===== src/rtl/sysclk_rate_pkg.sv =====
package sysclk_rate_pkg;

    localparam int RATE_W = 2;

    typedef struct packed {
        logic              halt;
        logic              wake_ret;
        logic              lp_en;
        logic [RATE_W-1:0] rate_sel;
    } rate_ctrl_t;

    localparam int CTRL_W = $bits(rate_ctrl_t);

    typedef struct packed {
        logic              lp_en;
        logic [RATE_W-1:0] rate_sel;
    } rate_cfg_t;

endpackage


===== src/rtl/sysclk_rate_reg.sv =====
module sysclk_rate_reg
    import sysclk_rate_pkg::*;
#(
    parameter int WAKE_N = 7
) (
    input  logic              clk_i,
    input  logic              rst_ni,
    input  logic              wr_en_i,
    input  logic [CTRL_W-1:0] wr_data_i,
    input  logic [WAKE_N-1:0] wake_i,
    output rate_ctrl_t        ctrl_o
);

    typedef struct packed {
        rate_ctrl_t ctrl;
    } reg_state_t;

    reg_state_t state_d, state_q;
    rate_ctrl_t wr_val;
    logic       wake_any;

    assign wr_val   = rate_ctrl_t'(wr_data_i);
    assign wake_any = |wake_i;

    always_comb begin
        state_d = state_q;
        if (wr_en_i) begin
            state_d.ctrl.halt     = wr_val.halt;
            state_d.ctrl.wake_ret = wr_val.wake_ret;
            state_d.ctrl.lp_en    = wr_val.lp_en;
            if (!state_q.ctrl.lp_en) begin
                state_d.ctrl.rate_sel = wr_val.rate_sel;
            end
        end
        // wake return: exits low power and also blocks re-entry
        if (state_d.ctrl.wake_ret && state_d.ctrl.lp_en && wake_any) begin
            state_d.ctrl.lp_en = 1'b0;
        end
    end

    always_ff @(posedge clk_i or negedge rst_ni) begin
        if (!rst_ni) begin
            state_q <= '0;
        end else begin
            state_q <= state_d;
        end
    end

    assign ctrl_o = state_q.ctrl;

    p_rate_locked_r3: assert property (@(posedge clk_i) disable iff (!rst_ni)
        state_q.ctrl.lp_en |=> $stable(state_q.ctrl.rate_sel));

    p_wake_exit_r4: assert property (@(posedge clk_i) disable iff (!rst_ni)
        (state_q.ctrl.lp_en && state_q.ctrl.wake_ret && wake_any && !wr_en_i)
        |=> !state_q.ctrl.lp_en);

    p_no_reentry_r5: assert property (@(posedge clk_i) disable iff (!rst_ni)
        (wr_en_i && wr_val.wake_ret && wake_any) |=> !state_q.ctrl.lp_en);

    p_wake_inert_r6: assert property (@(posedge clk_i) disable iff (!rst_ni)
        (!wr_en_i && !(state_q.ctrl.lp_en && state_q.ctrl.wake_ret))
        |=> $stable(state_q.ctrl));

endmodule


===== src/rtl/sysclk_rate_tick.sv =====
module sysclk_rate_tick
    import sysclk_rate_pkg::*;
#(
    parameter int CNT_W = 8
) (
    input  logic      clk_i,
    input  logic      rst_ni,
    input  rate_cfg_t cfg_i,
    input  logic      halt_i,
    output logic      tick_o
);

    localparam int NORM_MAX = 1 << ((1 << RATE_W) - 1);

    typedef struct packed {
        logic [CNT_W-1:0] cnt;
        rate_cfg_t        last_cfg;
    } tick_state_t;

    tick_state_t      state_d, state_q;
    logic [CNT_W-1:0] lim;
    logic             restart;

    initial begin
        if (NORM_MAX > (1 << CNT_W)) begin
            $error("CNT_W too small for the normal ratios");
        end
    end

    always_comb begin
        if (cfg_i.lp_en) begin
            lim = '1;
        end else begin
            lim = CNT_W'((32'd1 << cfg_i.rate_sel) - 32'd1);
        end
    end

    always_comb begin
        state_d          = state_q;
        restart          = halt_i || (cfg_i != state_q.last_cfg);
        tick_o           = !restart && (state_q.cnt == lim);
        state_d.last_cfg = cfg_i;
        if (restart || tick_o) begin
            state_d.cnt = '0;
        end else begin
            state_d.cnt = state_q.cnt + 1'b1;
        end
    end

    always_ff @(posedge clk_i or negedge rst_ni) begin
        if (!rst_ni) begin
            state_q <= '0;
        end else begin
            state_q <= state_d;
        end
    end

    p_halt_quiet_r8: assert property (@(posedge clk_i) disable iff (!rst_ni)
        halt_i |-> !tick_o);

    p_no_early_r9: assert property (@(posedge clk_i) disable iff (!rst_ni)
        !$stable(cfg_i) |-> !tick_o);

    p_one_wide_r10: assert property (@(posedge clk_i) disable iff (!rst_ni)
        (tick_o && lim != '0) |=> !tick_o);

endmodule


===== src/rtl/sysclk_rate_ctl.sv =====
module sysclk_rate_ctl
    import sysclk_rate_pkg::*;
#(
    parameter int WAKE_N = 7,
    parameter int CNT_W  = 8
) (
    input  logic              clk_i,
    input  logic              rst_ni,
    input  logic              wr_en_i,
    input  logic [CTRL_W-1:0] wr_data_i,
    output logic [CTRL_W-1:0] rd_data_o,
    input  logic [WAKE_N-1:0] wake_i,
    output logic              sys_ce_o,
    output logic              halt_o
);

    rate_ctrl_t ctrl;
    rate_cfg_t  cfg;

    sysclk_rate_reg #(.WAKE_N(WAKE_N)) u_reg (
        .clk_i     (clk_i),
        .rst_ni    (rst_ni),
        .wr_en_i   (wr_en_i),
        .wr_data_i (wr_data_i),
        .wake_i    (wake_i),
        .ctrl_o    (ctrl)
    );

    assign cfg.lp_en    = ctrl.lp_en;
    assign cfg.rate_sel = ctrl.rate_sel;

    sysclk_rate_tick #(.CNT_W(CNT_W)) u_tick (
        .clk_i  (clk_i),
        .rst_ni (rst_ni),
        .cfg_i  (cfg),
        .halt_i (ctrl.halt),
        .tick_o (sys_ce_o)
    );

    assign rd_data_o = ctrl;
    assign halt_o    = ctrl.halt;

    p_reset_fast_r7: assert property (@(posedge clk_i) disable iff (!rst_ni)
        $rose(rst_ni) |-> sys_ce_o);

endmodule


===== config.mk =====
export PLATFORM = sky130hd
export DESIGN_NAME = sysclk_rate_ctl
export DESIGN_NICKNAME = d
export VERILOG_FILES = /design/src/rtl/sysclk_rate_pkg.sv /design/src/rtl/sysclk_rate_reg.sv /design/src/rtl/sysclk_rate_tick.sv /design/src/rtl/sysclk_rate_ctl.sv
export SDC_FILE = /design/constraint.sdc
export NUM_CORES = 1
export LEC_CHECK = 0
export ABC_AREA = 1
export BUFFER_PORTS_ARGS = -buffer_cell sky130_fd_sc_hd__buf_2
export CAP_MARGIN = 40
export CELL_PAD_IN_SITES_DETAIL_PLACEMENT = 1
export CELL_PAD_IN_SITES_GLOBAL_PLACEMENT = 1
export CORE_AREA = 2 2 49 55
export DETAILED_ROUTE_END_ITERATION = 8
export DIE_AREA = 0 0 51 57
export PLACE_DENSITY_LB_ADDON = 0.2
export SYNTH_ARGS = -nofsm -noshare
export SYNTH_HDL_FRONTEND = slang
export SYNTH_HIERARCHICAL = 1
export SYNTH_SLANG_ARGS = --single-unit

===== constraint.sdc =====
create_clock -name clk_i -period 2.4 [get_ports clk_i]
set_input_delay 0.12 -clock clk_i [delete_from_list [all_inputs] [get_ports clk_i]]
set_output_delay 0.12 -clock clk_i [all_outputs]
set_load 0.01 [all_outputs]

### Word-level counts from Yosys, hierarchy flattened

Cells that the tools add are included.
Widths: inputs -> output; s select.

| cells by class | value |
|---|---|
| add/sub/neg operators | 2 |
| equal/unequal tests | 2 |
| shift-type cells | 1 |
| multiplexer cells | 5 |
| bitwise gates (word level) | 1 |
| reduce and logical (&&, ||, !) cells | 8 |

Operator list:

| kind | count |
|---|---|
| $mux 8 | 2 |
| $add 8x1->8 const B | 1 |
| $eq 8x8->1 | 1 |
| $shl 1x2->8 const A | 1 |
| $sub 8x1->8 const B | 1 |
| $reduce_or 7->1 | 1 |
| $mux 4 | 1 |
| $logic_and 1x1->1 | 3 |
| $ne 3x3->1 | 1 |
| $logic_or 1x1->1 | 2 |
| $mux 2 | 1 |
| $reduce_and 2->1 | 1 |
| $logic_not 1->1 | 1 |
| $mux 1 | 1 |
| $not 1->1 | 1 |

| storage, ports and cells | value |
|---|---|
| flip-flop bits (word level) | 16 |
| input port bits | 15 |
| output and inout port bits | 7 |
| word-level logic and storage cells | 26 |

### Longest topological paths before layout

Gate-level depths: netlist (run 1).

| depth | value |
|---|---|
| depth in word-level cells | 7 |
| gate-level depth with buffers | 9 |
| gate-level depth less buffers | 8 |

### Cells and area by module

The synthesis (run 1) kept the hierarchy.

Modules (own cells, without submodules):

| module | times used | cells an instance | area each (µm²) | seq. area each (µm²) |
|---|---|---|---|---|
| sysclk_rate_tick | 1 | 82 | 645.6 | 275.3 |
| sysclk_rate_reg | 1 | 30 | 246.5 | 125.1 |
| sysclk_rate_ctl | 1 | 1 | 7.5 | 0.0 |

### Least setup slack after synthesis (run 1)

Ideal clock, no wire load.

| timing path | value |
|---|---|
| kind | reg-to-output |
| start point | register u_reg.state_q (netlist bit u_reg/ctrl_o[2]) |
| end point | output sys_ce_o |
| data arrival time | 1.149 ns |
| data required time | 2.280 ns |
| slack | 1.131 ns |
| stages on the path, launching flop included | 5 |
| path buffers | 1 |
| cell sequence | dfrtp_1 -> buf_6 -> xor2_1 -> nor3_4 -> nor2b_2 |

| on the way | value |
|---|---|
| longest elaborated chain between the ends | 4 |
| elaborated cells between the ends (all ways) | 6 |
| classes of those cells | eq/ne (2); mux (1); reduce/logical (3) |

Ends and longest elaborated chain:

| element | RTL line | text |
|---|---|---|
| start, declared | sysclk_rate_reg.sv:18 | `reg_state_t state_d, state_q;` |
| start signal, assigned | sysclk_rate_reg.sv:45 | `state_q <= state_d;` |
| parallel branches: the longest is 3 deep, another holds $mux 8 | -- |  |
| $logic_and 1x1->1 (*) | sysclk_rate_tick.sv:41 | `tick_o = !restart && (state_q.cnt == lim);` |
| end, declared | sysclk_rate_ctl.sv:13 | `output logic sys_ce_o,` |

Mark *: on every way between the ends.

### Final worst setup path (run 1)

Ends and elaborated chain as after synthesis.

==> impl_results.md, run 1 <==
* Outcome: complete, no violations
* Clock share of power at 29.1%
* Top post-synthesis cells by count: 30 x nand2_1, 20 x nor2_1, 16 x dfrtp_1, 14 x inv_1, 9 x nand3_1
* Starting Density at 37.5%
* Final core utilization at 44.1%
* Global-route wire length before repair at 3.14 mm
* Area Overhead vs Synth at 17.8%
* Vias in the first global route at 741
* Flops & latches, synth at 16
* Core area at 2400 sq um
* CTS Buffer Depth at 2
* Hold Crit Class: in -> reg
* Total Wirelength at 1.83 mm
* Final Hold Fails at 0
* Pint at 0.428 mW
* RSZ-0062 raised after global routing: no
* Post-cts sizing count at 0
* Worst endpoint required time at 2.28 ns
* Reg2Reg Depth at 7
* Total power at 0.597 mW
* H-tree Lvls at 1
* Worst R2R Start: u_reg/ctrl_o[2]
* Ranking of synthesized cells by area: dfrtp_1 45%, nand2_1 13%, nor2_1 8.3%
* Reg-to-reg slack, setup at 1.05 ns
* Port Buffers at 21
* Final worst setup slack at 0.696 ns
* Fill count at 311
* # DRC at 0
* Remaining Overflow, GRT at 0
* Power Dens Cells at 563 nW/um^2
* CP Launch Point: u_reg/ctrl_o[2]
* Largest net degree at the start of global routing at 17
* Post-synth EDFFs at 0
* Pre-antenna DRT Iters at 4
* Placed cell areas at 1010 sq um
* Nets at 153
* Skew-Pair Late Insertion Delay at 0.28 ns
* Sw Ratio at 28.2%
* Fin crit share at 71.0%
* Metal3 WL at 45 microns
* CP Capture Point: sys_ce_o
* Fmax at 0.587 GHz
* Leak at 0.554 nW
* Reg-to-Reg End: u_tick/state_q[3]
* Synth unique cells at 24
* Post-layout instance area at 1060 sq um
* Syn avg cell area at 7.96 sq um
* Post-route ant nets at 0
* Most common cell in the netlist: nand2_1
* Metal-1 WL at 789 microns
* Area leader, netlist: dfrtp_1
* Setup crit start kind: flip-flop
* Vias per inst at 4.62
* Tot GR Track Use at 13.7%
* Crit path max fanout at 10
* Io pins at 22
* Met2 wire len at 994 microns
* Post-synthesis net count at 129
* Max transition margin at 75.8%
* Worst VDD drop at 430 uV
* Final Wtd Congestion at 0.798
* Crit. End Element: primary output
* Post-DP HPWL at 1.57 mm
* Die Height at 57 microns
* Drt wl/cell at 11.0 microns
* Post-layout min period at 1.70 ns
* Setup_tns at 0 ns
* Antenna violations before repair at 0
* Root Driver: clkbuf_4
* Synthesized cell area at 900 sq um
* Synth top area share at 44.5%
* Worst Tran Pin Value at 0.363 ns
* Seq/Total Area, Yosys at 44.5%
* Post-synthesis cell count at 113
* Clk pin slew, worst setup/hold paths at 0.09 ns
* Clock skew at 0.00457 ns
* Final setup fails at 0
* Dominant synthesized flop cell: dfrtp_1
* Detailed router's first-iteration violation count at 10
* Pre-CTS WS at 0.986 ns
* TritonCTS clock tree: yes
* Data arrival, critical path at 1.58 ns
* Share of post-route cells with drive strength above 1 at 25.0%
* Clock sink count at 16
* Yosys warns at 6
* Total number of vias at 772
* Num CTS Buffers at 3
* Die Area at 2910 sq um
* Sequential share of power at 51.3%
* Antenna Cells at 0
* Net switching power at 0.168 mW
* Max Cap Viol at 0
* Setup CP Type: reg -> out
* Top layer in use: met3
* Fin. max-slew vios at 0
* Die W at 51 microns
* Rows at 19
* Comb power frac at 19.6%
* Ys async rst share at 100%
==> flip-flops by register name, summed over array words and instances (netlist names) <==
signal and flops:
u_reg/ctrl_o 5, u_tick/state_q 11
==> critical path: stages (launching register included) <==
cell and delay [ns]:
dfrtp_1 0.57, inv_1 0.14, nand3_1 0.10, nand2_1 0.05, nor2_1 0.12, nand2_2 0.09, nor2b_2 0.10, buf_2 0.12
==> worst min-delay path by stage <==
stage / startpoint / to / depth (start not counted)
2_1_floorplan: rst_ni / u_reg/ctrl_o[0] / 0
3_3_place_gp: rst_ni / u_tick/state_q[7] / 1
3_5_place_dp: rst_ni / u_tick/state_q[8] / 1
4_1_cts: wr_data_i[1] / u_reg/ctrl_o[1] / 3
5_1_grt: wr_data_i[4] / u_reg/ctrl_o[4] / 2
6_report: wr_data_i[1] / u_reg/ctrl_o[1] / 3
==> layout make-up <==
| type | count | area, sq um | area share [%] |
|---|---|---|---|
| Tap cell | 31 | 38.8 | 3.66 |
| Multi-Input combinational cell | 80 | 417 | 39.3 |
| Inverter | 14 | 52.6 | 4.96 |
| Clock buffer | 4 | 36.3 | 3.42 |
| Timing Repair Buffer | 22 | 115 | 10.9 |
| Sequential cell | 16 | 400 | 37.8 |
==> logic make-up (layout without fill, tap and decap cells) <==
| family | count (synthesis) | in the layout | share of synthesized area (%) |
|---|---|---|---|
| buffers and inverters | 17 | 40 | 9.18 |
| AO/OA/AOI/OAI | 7 | 7 | 5.14 |
| flip-flops | 16 | 16 | 44.5 |
| XOR/XNOR | 5 | 5 | 4.87 |
| adder cells (fa/ha/maj) | 1 | 1 | 1.39 |
| multiplexers | 1 | 1 | 1.67 |
| AND/OR/NAND/NOR | 66 | 66 | 33.2 |
==> repair_timing <==
| item | in CTS | in global routing |
|---|---|---|
| endpoints found under the hold margin | 16 | 0 |
| hold buffers | 1 | 0 |
| buffers inserted | 0 | 0 |
==> metrics by stage <==
| stage | hold WS [ns] | instances |
|---|---|---|
| floorplan | -0.176 | 113 |
| global placement | 0.0607 | 162 |
| detailed placement | 0.0557 | 162 |
| CTS | 0.0734 | 167 |
| global route | 0.0705 | 167 |
| finish | 0.0782 | 167 |
==> routing by layer <==
layer	vias up	GRT usage, %
li1	390	-
met1	372	17.8
met2	10	25.2
met3	0	2.36
met4	0	0
met5	-	0
==> power by group through the flow <==
stage | clock (mW) | sequential [mW] | combinational, mW
6_report | 0.173 | 0.306 | 0.117
5_1_grt | 0.192 | 0.309 | 0.133
4_1_cts | 0.182 | 0.306 | 0.121
3_5_place_dp | 0 | 0.312 | 0.120
3_3_place_gp | 0 | 0.310 | 0.115
2_1_floorplan | 0 | 0.310 | 0.0815
==> cells in the final DEF, fill, tap and decap left out, types with 2 or more instances in the layout <==
cell,instances
buf_2,21
clkbuf_4,3
dfrtp_1,16
inv_1,14
nand2_1,30
nand3_1,9
nor2_1,20
o21bai_1,2
xor2_1,4
Power figures use the tool's default switching activity.
==> run 2, diff against run 1 <==
--- a/config.mk
+++ b/config.mk
@@ -10,9 +10,9 @@
 export CAP_MARGIN = 40
 export CELL_PAD_IN_SITES_DETAIL_PLACEMENT = 1
 export CELL_PAD_IN_SITES_GLOBAL_PLACEMENT = 1
-export CORE_AREA = 2 2 49 55
+export CORE_AREA = 2 2 51 57
 export DETAILED_ROUTE_END_ITERATION = 8
-export DIE_AREA = 0 0 51 57
+export DIE_AREA = 0 0 53 59
 export PLACE_DENSITY_LB_ADDON = 0.2
 export SYNTH_ARGS = -nofsm -noshare
 export SYNTH_HDL_FRONTEND = slang
==> constraint.sdc (replaced) <==
create_clock -name clk_i -period 1.6 [get_ports clk_i]
set_input_delay 0.08 -clock clk_i [delete_from_list [all_inputs] [get_ports clk_i]]
set_output_delay 0.08 -clock clk_i [all_outputs]
set_load 0.01 [all_outputs]
==> run 2 against run 1 <==
Critical path depth is 2 lower. Final area up 5.2%. Total power is 56% higher. Sequential share of layout area shrank 1.6 points. Sequential cell count unchanged.
==> impl_results.md, run 2 (synthesis results as in run 1) <==
* Worst R2R Start: u_reg/ctrl_o[2]
* Net switching power at 0.269 mW (+59%)
* Post-DP HPWL at 1.41 mm (-10%)
* Max reg flops at 11 (unchanged)
* Setup CP Type: reg -> out
* Final Hold Fails at 0 (unchanged)
* Fin crit share at 98.4%
* RSZ-0062 raised after global routing: yes
* Detailed router's first-iteration violation count at 8 (-2)
* Starting Density at 36.0% (-1.4 points)
* Reg-to-Reg End: u_tick/state_q[5]
* Hold Path Depth at 2 (-1)
* Clock skew at 0.00147 ns (-0.00310 ns)
* Fin. max-slew vios at 0 (unchanged)
* Drt wl/cell at 10.7 microns (-1.9%)
* Io pins at 22 (unchanged)
* Data arrival, critical path at 1.49 ns (-0.09 ns)
* Die Area at 3130 sq um (+7.6%)
* Clk pin slew, worst setup/hold paths at 0.09 ns (about the same)
* Sequential Area at 403 sq um (+0.62%)
* Post-route ant nets at 0 (unchanged)
* Setup crit start kind: flip-flop
* H-tree Lvls at 1 (unchanged)
* Clock share of power at 28.9% (-0.2 points)
* Share of post-route cells with drive strength above 1 at 32.4% (+7.4 points)
* Highest-delay cell along the critical path: dfrtp_2
* Clock sink count at 16 (unchanged)
* Tot GR Track Use at 14.9% (+1.2 points)
* Fmax at 0.635 GHz
* Crit path max fanout at 7 (-3)
* Vias per inst at 4.51 (-2.3%)
* Worst endpoint required time at 1.52 ns (-0.76 ns)
* Commonest non-fill, non-tap cell in the layout: nand2_1
* Fill count at 332 (+6.8%)
* Antenna Cells at 0 (unchanged)
* Worst VDD drop at 394 uV (-8.5%)
* Num CTS Buffers at 3 (unchanged)
* # DRC at 0 (unchanged)
* Skew-Pair Late Insertion Delay at 0.28 ns (about the same)
* Total Wirelength at 1.86 mm (+1.6%)
* Final Wtd Congestion at 0.702 (-12%)
* Rows at 19 (unchanged)
* TritonCTS clock tree: yes
* Pre-CTS WS at 0.205 ns (-0.781 ns)
* Post-layout min period at 1.57 ns
* Outcome: complete, no violations
* Hold path endpoint: u_reg/ctrl_o[4]
* Remaining Overflow, GRT at 0 (unchanged)
* Reg-to-reg slack, setup at 0.25 ns (-0.80 ns)
* Worst Tran Pin Value at 0.375 ns (+0.0117 ns)
* Nets at 159 (+3.9%)
* Critical path cell sequence: buf_4 > xor2_1 > nor3_4 > nor2b_2 > buf_2
* Power Dens Cells at 835 nW/um^2 (+48%)
* Reg2Reg Depth at 9 (+2)
* Final setup fails at 0 (unchanged)
* Root Driver: clkbuf_4
* Top delay family on crit path: flip-flops
* Area of the multi-input gates at 424 sq um (+1.8%)
* Global-route wire length before repair at 3.37 mm (+7.5%)
* Port Buffers at 21 (unchanged)
* CTS Buffer Depth at 2 (unchanged)
* Crit. End Element: primary output
* Pre-antenna DRT Iters at 4 (unchanged)
* Area Overhead vs Synth at 23.9%
* Die W at 53 microns (+3.9%)
* CP bufs+invs at 2 (unchanged)
* Max transition margin at 75.0% (-0.78 points)
* Pint at 0.663 mW (+55%)
* Max Cap Viol at 0 (unchanged)
* Vias in the first global route at 787 (+6.2%)
* Die Height at 59 microns (+3.5%)
* Total power at 0.931 mW (+56%)
* Final worst setup slack at 0.0260 ns (-0.670 ns)
* Sw Ratio at 28.8% (+0.60 points)
* Total number of vias at 781 (+1.2%)
* Most frequent cells in the layout: 30 x nand2_1, 21 x buf_2, 19 x nor2_1, 14 x dfrtp_1, 12 x inv_1
* Setup_tns at 0 ns (unchanged)
* Crit path largest cell delay at 0.48 ns (-0.09 ns)
* Antenna violations before repair at 0 (unchanged)
* Core area at 2500 sq um (+4.0%)
* Leak at 0.586 nW (+5.7%)
* Largest Register: u_tick/state_q
* Hold Crit Class: in -> reg
* Comb power frac at 21.8% (+2.2 points)
* Largest net degree at the start of global routing at 17 (unchanged)
* Hold Startpoint: wr_data_i[4]
* Sequential share of power at 49.3% (-2.0 points)
==> run 2: metal layers <==
layer / up-vias / part of all wire [%] / wire, microns / track usage [%]
met5: - / 0 / 0 / 0
met4: 0 / 1.6 / 29 / 6.59
met3: 4 / 3.3 / 61 / 3.03
met2: 14 / 48 / 898 / 23.6
met1: 356 / 47 / 868 / 19.5
li1: 407 / - / - / -
==> run 2: timing repair <==
item | 4_1_cts | 5_1_grt
hold endpoints to repair | 16 | 0
setup buffers | 5 | 1
gates resized for setup | 5 | 1
hold buffers | 1 | 0
endpoints found under the setup margin | 1 | 1
pin swaps | 4 | 0
==> run 2: worst max path at each step <==
stage,startpoint,endpoint,slack [ns],cells after the start
after global routing,u_reg/ctrl_o[2],sys_ce_o,-0.07,5
after global placement,u_reg/ctrl_o[2],sys_ce_o,0.20,7
after floorplan,u_reg/ctrl_o[2],u_tick/state_q[10],0.36,9
final,u_reg/ctrl_o[2],sys_ce_o,0.03,5
after detailed placement,u_reg/ctrl_o[2],sys_ce_o,0.21,7
after CTS,u_reg/ctrl_o[2],sys_ce_o,0.01,8
==> run 2: final cells by class <==
class                      count  share of cell area (%)
clock buffer                   4                    3.25
multi-input combinational     80                    38.0
timing repair buffer          28                    14.4
sequential                    16                    36.1
inverter                      14                    4.71
tap                           31                    3.48
==> run 2: power groups by stage <==
stage | Combinational, mW | Sequential, mW | Clock (mW)
2_1_floorplan | 0.122 | 0.464 | 0
3_3_place_gp | 0.173 | 0.466 | 0
3_5_place_dp | 0.177 | 0.467 | 0
4_1_cts | 0.203 | 0.459 | 0.285
5_1_grt | 0.232 | 0.463 | 0.304
6_report | 0.203 | 0.459 | 0.269
==> run 2: worst reg2reg max path, stage by stage, from the launching register on <==
cell	delay [ns]
dfrtp_2	0.48
nor2_1	0.12
nand2_1	0.06
nand2_1	0.05
nand2_1	0.05
nor2_1	0.11
nand2_2	0.08
buf_4	0.14
nand2_4	0.10
nor2_1	0.06
==> run 2: metrics by stage <==
| stage | util (%) | cells | hold WS, ns | area [sq um] |
|---|---|---|---|---|
| global placement | 40.6 | 162 | 0.0148 | 1010 |
| floorplan | - | 113 | -0.216 | 900 |
| detailed placement | 40.6 | 162 | 0.0211 | 1010 |
| global route | 44.7 | 173 | 0.00149 | 1110 |
| finish | 44.7 | 173 | 0.0207 | 1110 |
| CTS | 44.3 | 172 | 0.00667 | 1100 |
==> run 3, diff against run 2 <==
==> constraint.sdc (replaced) <==
create_clock -name clk_i -period 1.8 [get_ports clk_i]
set_input_delay 0.09 -clock clk_i [delete_from_list [all_inputs] [get_ports clk_i]]
set_output_delay 0.09 -clock clk_i [all_outputs]
set_load 0.01 [all_outputs]
==> run 3 against run 2 <==
Sequential power down 11%. Combinational power is 23% lower. Total power fell by 13%. Critical path type unchanged. Largest power group unchanged. Via count decreased by 4.0%. Clock skew about the same. Sequential cell count is the same. Global-route usage about the same. Sequential share of layout area is 1.8 points higher. Critical path depth up 1. Highest routed layer unchanged. Clock power shrank 8.6%. Clock-buffer cell count unchanged.
==> impl_results.md, run 3 (synthesis results as in run 1) <==
* Share of post-route cells with drive strength above 1 at 26.5% (-5.9 points)
* Clock share of power at 30.3% (+1.4 points)
* Post-layout min period at 1.63 ns
* Antenna violations before repair at 0 (unchanged)
* Area of the multi-input gates at 417 sq um (-1.8%)
* Sequential Area at 403 sq um (unchanged)
* Hold WS at 0.0254 ns (+0.00472 ns)
* Worst VDD drop at 346 uV (-12%)
* Clock skew at 0.00132 ns (-0.000157 ns)
* Worst endpoint required time at 1.71 ns (+0.19 ns)
* Data arrival, critical path at 1.54 ns (+0.05 ns)
* Final setup fails at 0 (unchanged)
* Final Hold Fails at 0 (unchanged)
* Post-route ant nets at 0 (unchanged)
* Crit. End Element: primary output
* Die Area at 3130 sq um (unchanged)
* Vias per inst at 4.49 (-0.52%)
* Starting Density at 36.0% (unchanged)
* Sequential share of power at 50.3% (+1.0 points)
* Nets at 153 (-3.8%)
* Core area at 2500 sq um (unchanged)
* Setup crit start kind: flip-flop
* H-tree Lvls at 1 (unchanged)
* Fill count at 342 (+3.0%)
* Total number of vias at 750 (-4.0%)
* Highest-delay cell along the critical path: dfrtp_1
* Max Cap Viol at 0 (unchanged)
* Post-DP HPWL at 1.47 mm (+4.5%)
* Pre-antenna DRT Iters at 4 (unchanged)
* Detailed router's first-iteration violation count at 10 (+2)
* Die Height at 59 microns (unchanged)
* CTS Buffer Depth at 2 (unchanged)
* Most frequent cells in the layout: 30 x nand2_1, 21 x buf_2, 20 x nor2_1, 14 x inv_1, 14 x dfrtp_1
* Hold Crit Class: in -> reg
* Vias in the first global route at 765 (-2.8%)
* Net switching power at 0.238 mW (-12%)
* TritonCTS clock tree: yes
* Global-route wire length before repair at 3.33 mm (-1.5%)
* Setup_tns at 0 ns (unchanged)
* Power Dens Cells at 762 nW/um^2 (-8.7%)
* Remaining Overflow, GRT at 0 (unchanged)
* Clock sink count at 16 (unchanged)
* Io pins at 22 (unchanged)
* Port Buffers at 21 (unchanged)
* Sw Ratio at 29.3% (+0.50 points)
* Comb power frac at 19.3% (-2.5 points)
* Pint at 0.572 mW (-14%)
* Total Wirelength at 1.83 mm (-1.5%)
* Tot GR Track Use at 14.9% (about the same)
* Critical path cell sequence: inv_1 > or2_2 > nand3_1 > nor3_4 > nor2b_2 > buf_2
* Fin. max-slew vios at 0 (unchanged)
* Setup CP Type: reg -> out
* Antenna Cells at 0 (unchanged)
* Area Overhead vs Synth at 18.1%
* Drt wl/cell at 11.0 microns (+2.1%)
* Leak at 0.551 nW (-5.9%)
* Skew-Pair Late Insertion Delay at 0.29 ns (about the same)
* CP bufs+invs at 2 (unchanged)
* Largest Register: u_tick/state_q
* Fmax at 0.615 GHz
* Commonest non-fill, non-tap cell in the layout: nand2_1
* Worst Tran Pin Value at 0.375 ns (+0.000294 ns)
* Final Wtd Congestion at 0.689 (-1.8%)
* RSZ-0062 raised after global routing: no
* Largest net degree at the start of global routing at 17 (unchanged)
* Top delay family on crit path: simple AND/OR/NAND/NOR gates
* Clk pin slew, worst setup/hold paths at 0.10 ns (about the same)
* Final core utilization at 42.6% (-2.1 points)
* Max transition margin at 75.0% (about the same)
* Die W at 53 microns (unchanged)
* Fin crit share at 90.4%
* Outcome: complete, no violations
* # DRC at 0 (unchanged)
* Rows at 19 (unchanged)
* Max reg flops at 11 (unchanged)
* Num CTS Buffers at 3 (unchanged)
* Root Driver: clkbuf_4
* Crit path max fanout at 5 (-2)
* Crit path largest cell delay at 0.42 ns (-0.06 ns)
==> run 3: power by group through the flow <==
stage	sequential, mW	clock, mW	combinational [mW]
final	0.408	0.246	0.157
after global routing	0.412	0.270	0.181
after CTS	0.407	0.257	0.161
after detailed placement	0.415	0	0.159
after global placement	0.412	0	0.155
after floorplan	0.413	0	0.109
==> run 3: tightest hold or removal path: stages <==
cell	delay, ns
buf_2	0.07
nand3_1	0.07
nand2_1	0.06
==> run 3: final cells by class <==
cell class / instances / share of cell area (%)
Clock buffer: 4 / 3.42
Inverter: 14 / 4.95
Multi-Input combinational cell: 80 / 39.2
Sequential cell: 16 / 37.9
Tap cell: 31 / 3.65
Timing Repair Buffer: 22 / 10.8
==> run 3: metal layers <==
layer  up-vias  GRT usage (%)  routed length (microns)
met5         -              0                        0
met4         0           8.79                       46
met3         5           3.54                       68
met2        15           23.4                      897
met1       340           18.4                      820
li1        390              -                        -
==> run 3: final timing paths <==
path	from	endpoint	slack (ns)	cells after the start
hold reg to reg	u_reg/ctrl_o[0]	u_tick/state_q[0]	0.47	0
setup / recovery	u_reg/ctrl_o[0]	sys_ce_o	0.17	6
setup reg to reg	u_reg/ctrl_o[2]	u_tick/state_q[7]	0.52	8
max in group asynchronous	rst_ni	u_reg/ctrl_o[1]	1.27	2
hold / removal	wr_data_i[0]	u_reg/ctrl_o[0]	0.03	3
min in group asynchronous	rst_ni	u_tick/state_q[8]	0.23	2
==> run 3: timing repair <==
item | CTS | global route
hold endpoints to repair | 16 | 0
setup buffers | 0 | 0
resized for setup | 0 | 2
endpoints found under the setup margin | 0 | 1
hold buffers | 1 | 0
==> run 3: stage by stage <==
stage / instance area [sq um] / setup WS, ns / std cells / total power [mW]
6_report: 1060 / 0.174 / 167 / 0.810
5_1_grt: 1060 / 0.0303 / 167 / 0.863
4_1_cts: 1060 / 0.0890 / 167 / 0.826
3_5_place_dp: 1010 / 0.431 / 162 / 0.574
3_3_place_gp: 1010 / 0.433 / 162 / 0.568
2_1_floorplan: 900 / 0.561 / 113 / 0.522
